--- src/rtl/pwrseq_pkg.sv ---
package pwrseq_pkg;

  typedef enum logic {
    PS_ON  = 1'b0,
    PS_OFF = 1'b1
  } pwr_state_t;

  // Merge a 32-bit write into a stored word, one byte lane per strobe.
  function automatic logic [31:0] lane_merge(
    input logic [31:0] old_w,
    input logic [31:0] new_w,
    input logic [3:0]  be
  );
    logic [31:0] r;
    for (int b = 0; b < 4; b++) begin
      r[b*8 +: 8] = be[b] ? new_w[b*8 +: 8] : old_w[b*8 +: 8];
    end
    return r;
  endfunction

  // True only for a full-word write.
  function automatic logic full_word(input logic [3:0] be);
    return &be;
  endfunction

  // A wake pin is asserted when its level differs from the polarity bit.
  function automatic logic pin_active(input logic lvl, input logic act_low);
    return lvl ^ act_low;
  endfunction

endpackage

--- src/rtl/pwrseq_regs.sv ---
module pwrseq_regs
  import pwrseq_pkg::*;
#(
  parameter int NWAKE    = 4,
  parameter int ADDR_W   = 8,
  parameter int OFS_STS  = 'h00,
  parameter int OFS_IE   = 'h04,
  parameter int OFS_CTL  = 'h08,
  parameter int FLAG_BIT = 7,
  parameter int IE_BIT   = 4,
  parameter int CTL_BIT  = 16,
  parameter int POL_LSB  = 4
) (
  input  logic              clk,
  input  logic              rst_n,
  input  logic              wr,
  input  logic [ADDR_W-1:0] addr,
  input  logic [31:0]       wdata,
  input  logic [3:0]        be,
  output logic [31:0]       rdata,
  input  logic              alarm_evt,
  output logic              sts_clr,
  output logic              alarm_flag,
  output logic              alarm_ie,
  output logic              ctl_en,
  output logic [NWAKE-1:0]  wake_en,
  output logic [NWAKE-1:0]  wake_pol
);

  localparam logic [31:0] EN_MASK  = (32'd1 << NWAKE) - 32'd1;
  localparam logic [31:0] CTL_MASK = (32'd1 << CTL_BIT) | EN_MASK | (EN_MASK << POL_LSB);

  logic        hit_sts, hit_ie, hit_ctl;
  logic [31:0] ctl_q;

  assign hit_sts = wr && (addr == ADDR_W'(OFS_STS));
  assign hit_ie  = wr && (addr == ADDR_W'(OFS_IE));
  assign hit_ctl = wr && (addr == ADDR_W'(OFS_CTL));

  assign sts_clr = hit_sts && be[FLAG_BIT/8] && wdata[FLAG_BIT];

  // Event flag: a new match has priority over a clear in the same cycle.
  always_ff @(posedge clk or negedge rst_n) begin
    if (!rst_n) begin
      alarm_flag <= 1'b0;
    end else if (alarm_evt) begin
      alarm_flag <= 1'b1;
    end else if (sts_clr) begin
      alarm_flag <= 1'b0;
    end
  end

  // Interrupt enable takes only full-word writes.
  always_ff @(posedge clk or negedge rst_n) begin
    if (!rst_n) begin
      alarm_ie <= 1'b0;
    end else if (hit_ie && full_word(be)) begin
      alarm_ie <= wdata[IE_BIT];
    end
  end

  always_ff @(posedge clk or negedge rst_n) begin
    if (!rst_n) begin
      ctl_q <= '0;
    end else if (hit_ctl) begin
      ctl_q <= lane_merge(ctl_q, wdata, be) & CTL_MASK;
    end
  end

  assign ctl_en   = ctl_q[CTL_BIT];
  assign wake_en  = ctl_q[NWAKE-1:0];
  assign wake_pol = ctl_q[POL_LSB +: NWAKE];

  always_comb begin
    rdata = '0;
    if (addr == ADDR_W'(OFS_STS)) begin
      rdata[FLAG_BIT] = alarm_flag;
    end else if (addr == ADDR_W'(OFS_IE)) begin
      rdata[IE_BIT] = alarm_ie;
    end else if (addr == ADDR_W'(OFS_CTL)) begin
      rdata = ctl_q;
    end
  end

endmodule

--- src/rtl/pwrseq_wake.sv ---
module pwrseq_wake
  import pwrseq_pkg::*;
#(
  parameter int NWAKE = 4
) (
  input  logic             clk,
  input  logic             rst_n,
  input  logic [NWAKE-1:0] pin,
  input  logic [NWAKE-1:0] en,
  input  logic [NWAKE-1:0] act_low,
  output logic [NWAKE-1:0] hit,
  output logic             any_hit
);

  logic [NWAKE-1:0] s1_q, s2_q;

  for (genvar i = 0; i < NWAKE; i++) begin : g_pin
    always_ff @(posedge clk or negedge rst_n) begin
      if (!rst_n) begin
        s1_q[i] <= 1'b0;
        s2_q[i] <= 1'b0;
      end else begin
        s1_q[i] <= pin[i];
        s2_q[i] <= s1_q[i];
      end
    end
    assign hit[i] = en[i] && pin_active(s2_q[i], act_low[i]);
  end

  assign any_hit = |hit;

endmodule

--- src/rtl/pwrseq_fsm.sv ---
module pwrseq_fsm
  import pwrseq_pkg::*;
(
  input  logic clk,
  input  logic rst_n,
  input  logic ctl_en,
  input  logic alarm_evt,
  input  logic wake_any,
  output logic off_evt,
  output logic on_evt,
  output logic pwr_en
);

  pwr_state_t st_q, st_d;

  assign off_evt = (st_q == PS_ON) && ctl_en && alarm_evt;
  assign on_evt  = (st_q == PS_OFF) && wake_any;

  always_comb begin
    st_d = st_q;
    if (off_evt) begin
      st_d = PS_OFF;
    end else if (on_evt) begin
      st_d = PS_ON;
    end
  end

  always_ff @(posedge clk or negedge rst_n) begin
    if (!rst_n) begin
      st_q <= PS_ON;
    end else begin
      st_q <= st_d;
    end
  end

  assign pwr_en = (st_q == PS_ON);

endmodule

--- src/rtl/pwrseq_ctrl.sv ---
module pwrseq_ctrl
  import pwrseq_pkg::*;
#(
  parameter int NWAKE  = 4,
  parameter int ADDR_W = 8
) (
  input  logic              clk,
  input  logic              rst_n,
  input  logic              reg_wr,
  input  logic [ADDR_W-1:0] reg_addr,
  input  logic [31:0]       reg_wdata,
  input  logic [3:0]        reg_be,
  output logic [31:0]       reg_rdata,
  input  logic              alarm_match,
  input  logic [NWAKE-1:0]  wake_in,
  output logic              pwr_en,
  output logic              alarm_irq
);

  logic             sts_clr, alarm_flag, alarm_ie, ctl_en;
  logic [NWAKE-1:0] wake_en, wake_pol, wake_hit;
  logic             wake_any, off_evt, on_evt;

  pwrseq_regs #(.NWAKE(NWAKE), .ADDR_W(ADDR_W)) u_regs (
    .clk(clk), .rst_n(rst_n), .wr(reg_wr), .addr(reg_addr),
    .wdata(reg_wdata), .be(reg_be), .rdata(reg_rdata),
    .alarm_evt(alarm_match), .sts_clr(sts_clr), .alarm_flag(alarm_flag),
    .alarm_ie(alarm_ie), .ctl_en(ctl_en), .wake_en(wake_en), .wake_pol(wake_pol)
  );

  pwrseq_wake #(.NWAKE(NWAKE)) u_wake (
    .clk(clk), .rst_n(rst_n), .pin(wake_in), .en(wake_en),
    .act_low(wake_pol), .hit(wake_hit), .any_hit(wake_any)
  );

  pwrseq_fsm u_fsm (
    .clk(clk), .rst_n(rst_n), .ctl_en(ctl_en), .alarm_evt(alarm_match),
    .wake_any(wake_any), .off_evt(off_evt), .on_evt(on_evt), .pwr_en(pwr_en)
  );

  assign alarm_irq = alarm_flag && alarm_ie;

endmodule

--- config.mk ---
export PLATFORM = sky130hd
export DESIGN_NAME = pwrseq_ctrl
export DESIGN_NICKNAME = d
export VERILOG_FILES = /design/src/rtl/pwrseq_pkg.sv /design/src/rtl/pwrseq_regs.sv /design/src/rtl/pwrseq_wake.sv /design/src/rtl/pwrseq_fsm.sv /design/src/rtl/pwrseq_ctrl.sv
export SDC_FILE = /design/constraint.sdc
export NUM_CORES = 1
export LEC_CHECK = 0
export BUFFER_PORTS_ARGS = -buffer_cell sky130_fd_sc_hd__buf_2
export CAP_MARGIN = 40
export CORE_UTILIZATION = 30
export DETAILED_ROUTE_END_ITERATION = 10
export PLACE_DENSITY = 0.64
export SYNTH_ARGS = -nofsm -noshare
export SYNTH_HDL_FRONTEND = slang
export SYNTH_HIERARCHICAL = 1
export SYNTH_SLANG_ARGS = --single-unit
--- constraint.sdc ---
create_clock -name clk -period 4.2 [get_ports clk]
set_input_delay 0.63 -clock clk [delete_from_list [all_inputs] [get_ports clk]]
set_output_delay 0.63 -clock clk [all_outputs]
set_load 0.02 [all_outputs]
; ---- After elaboration in Yosys (flattened, before gate mapping)
; Index checks and enable logic that the tools add are counted.
[word_totals]
regBits = 20
in_bits = 52
output_inout_bits = 34
word_cells = 52
[op_classes]
eq_ne = 2
muxes = 11
bitwise_logic = 5
reduce_logical = 21
[op_table]
columns = cell, n
row1 = $mux W27, 1
row2 = $mux W24, 1
row3 = $mux W17, 1
row4 = $logic_and A1 B1 Y1, 14
row5 = $eq A8 B3 Y1 const B, 1
row6 = $eq A8 B4 Y1 const B, 1
row7 = $logic_not A8 Y1, 1
row8 = $mux W7, 1
row9 = $mux W1, 6
row10 = $mux W4, 1
row11 = $reduce_and A2 Y1, 2
row12 = $reduce_and A4 Y1, 1
row13 = $reduce_bool A2 Y1, 2
row14 = $reduce_or A4 Y1, 1
row15 = $xor A1 B1 Y1, 4
row16 = $not A1 Y1, 1

; ---- Logic depth before layout (Yosys ltp)
[logic_depth]
depth_word = 6
ltp_mapped = 4
ltp_nobuf = 4

; ---- Cells and area by module
; Netlist, hierarchy kept.
[by_module_without_submodules]
columns = mod, n_inst, cells_per_inst, area_each_um2, seq_area_each_um2
row1 = pwrseq_regs, 1, 74, 767.0, 275.3
row2 = pwrseq_wake, 1, 17, 270.3, 200.2
row3 = pwrseq_fsm, 1, 6, 53.8, 25.0
row4 = pwrseq_ctrl, 1, 1, 6.3, 0.0

; ---- Worst setup path before layout
; Ideal clock, no wire load.
[synth_timing]
kind = in2out
start = input reg_addr[1]
end = output reg_rdata[4]
arrival_ns = 1.881
t_required_ns = 3.570
slack_ns = 1.689
path_stages = 3
path_buffers = 0
cell_sequence = or4b_2 > o2bb2a_1 > nor2_1
[synth_between]
elab_chain_cells = 4
elab_cells_between_ends = 6
cone_classes = 2 x eq/ne / 3 x mux / 1 x reduce/logical
[synth_rtl]
columns = item, line_no
row1 = "start, declared", pwrseq_ctrl.sv:10  ; input logic [ADDR_W-1:0] reg_addr,
row2 = $eq A8 B4 Y1, pwrseq_regs.sv:80  ; end else if (addr == ADDR_W'(OFS_CTL)) begin
row3 = $mux W17, pwrseq_regs.sv:80
row4 = $mux W1, pwrseq_regs.sv:78  ; end else if (addr == ADDR_W'(OFS_IE)) begin
row5 = $mux W7 *, pwrseq_regs.sv:76  ; if (addr == ADDR_W'(OFS_STS)) begin
row6 = "end, declared", pwrseq_ctrl.sv:13  ; output logic [31:0] reg_rdata,
; Mark *: on every way between the ends. The rest lies on a longest branch, timed or not.

; ---- Worst setup path after layout
[layout_timing]
start = input reg_addr[1]
end = output reg_rdata[0]
[layout_between]
elab_chain_cells = 4
elab_cells_between_ends = 6
cone_classes = 2 x eq/ne / 3 x mux / 1 x reduce/logical
[layout_rtl]
columns = item, line_no
row1 = $eq A8 B4 Y1, pwrseq_regs.sv:80
row2 = $mux W17, pwrseq_regs.sv:80
row3 = $mux W4, pwrseq_regs.sv:78
row4 = $mux W7 *, pwrseq_regs.sv:76
; Marked as above.

==> flow_summary.toml <==
[detailed_routing]
avgViaCountPerCell = 4.10
wirelength_um = 1790
firstDrtPassIters = 4
initialDrtViolationCount = 7
drc = 0
ant_nets = 0
wl_per_cell_um = 9.82
via_count = 746

[floorplan]
chipHeight_um = 62.1
start_util = 0.319
die_area_um2 = 3850
core_area_um2 = 3390
row_count = 21
die_w_um = 62.1
ios = 86

[clocking]
ctsHoldBuffers = 0
numCtsBuffers = 3
post-cts-setup-buffers = 0
clockBufferDepth = 2
clk_latency_ps = 290
cts.htree.levels = 1
post_cts_resized = 0
clock_sinks = 20
cts_tree = "yes"
path_clk_slew_ps = 110
clockRootBuffer = "clkbuf_4"

[sta]
tns_ps = 0
fmax_mhz = 367
setup_viol = 0
rsz0062_at_grt = "no"
finalHoldViolations = 0
finalCriticalPeriod_ps = 2720
final.setup_skew_ps = 5.61
fin_crit_sh = 0.649
slew_viol_final = 0

[setup_path]
cp_data_required_time_ps = 3570
startpoint = "reg_addr[1]"
crit_arrival_ps = 2090
start_kind = "input port"
crit_path_end_kind = "primary output"
r2r_start = "u_regs/ctl_q[7]$_DFFE_PN0P_"
crit_path_max_fanout = 7
path_class = "input port to primary output"

[power]
ir_drop_mv = 0.186
p_leak_nw = 0.697
power_density_nw_per_um2 = 331

[global_routing]
grt_max_degree = 21
grt_pass1_vias = 682
grt_overflow = 0
antenna_found_initial = 0
grt_pass1_wl_um = 2940
gr-usage-all-layers = 0.108

[job]
cap_violations = 0

[place]
dp_hpwl_um = 1490
placed_area_um2 = 1230
io_buffers = 39
place_congestion = 0.811

[layout]
antenna_cells = 0
stdcell_area_um2 = 1290
layout.nets = 189
drive_gt1_frac = 0.434
area_delta_synth_final_pct = 18.8

[logic_synthesis]
yosys_warnings = 6
synth_cells = 95
avgSynthCellArea_um2 = 11.4
synth_area_um2 = 1080

[min_path]
hold_path.class = "input port to asynchronous set/reset pin"

[run_status]
status = "completed"
-- path summary, 6_finish.rpt --
check,to,slack [ps],cells after the start
worst min-delay path,u_regs/ctl_q[4]$_DFFE_PN0P_,260,1
max in group asynchronous,u_regs/ctl_q[1]$_DFFE_PN0P_,3640,1
worst max-delay path,reg_rdata[0],1480,5
worst min register to register,u_wake/s2_q[2]$_DFF_PN0_,360,0
min in group clk,u_wake/s2_q[2]$_DFF_PN0_,360,0
worst max register to register,u_fsm/st_q$_DFFE_PN0P_,2740,4
-- stage by stage --
step | hold slack (ps) | worst slack (ps) | cells | util | power [mW]
floorplan | 331 | 1690 | 117 | - | 0.270
global placement | 333 | 1510 | 178 | 0.364 | 0.276
detailed placement | 336 | 1470 | 178 | 0.364 | 0.278
CTS | 262 | 1470 | 182 | 0.379 | 0.434
global route | 266 | 1420 | 182 | 0.379 | 0.453
finish | 257 | 1480 | 182 | 0.379 | 0.426
-- layout make-up --
class | count | area, um^2
fillers | 347 | 2100
flip-flops and latches | 20 | 500
multi-input cells | 70 | 469
repair buffers | 39 | 195
well taps | 46 | 57.6
clock inverters | 1 | 30.0
clock buffers | 3 | 22.5
inverters | 3 | 11.3
-- metal layers --
layer,share of wire,global-route usage,vias to the layer above
met3,0.066,0.0435,0
met4,0,0.0190,0
met2,0.52,0.207,39
met1,0.41,0.111,350
met5,0,0,-
li1,-,-,357
-- critical path: stages --
cell    delay (ps)
buf_2          120
or4b_1         610
nor2_1         370
and2_1         200
buf_2          160
-- placed cells by master, fill, tap and decap left out, types with 2 or more instances in the layout --
cell       n
and2_1    11
buf_2     39
clkbuf_4   3
conb_1    23
dfrtp_1   20
inv_1      2
mux2_2    10
nand2_1    3
nor2_1     3
nor4_1     2
xor2_1     4
-- flip-flops by register name (all words and copies together), names as in the netlist --
signal,count
u_regs/alarm_ie,1
u_wake/s2_q,4
u_fsm/st_q,1
u_regs/alarm_flag,1
u_regs/ctl_q,9
u_wake/s1_q,4
-- report_power, final --
part	total, mW	switching (mW)	internal (mW)
Combinational	0.0653	0.0429	0.0224
Clock	0.152	0.0561	0.0964
Sequential	0.208	0.00491	0.204
Total	0.426	0.104	0.322
(Power assumes the default switching activity.)
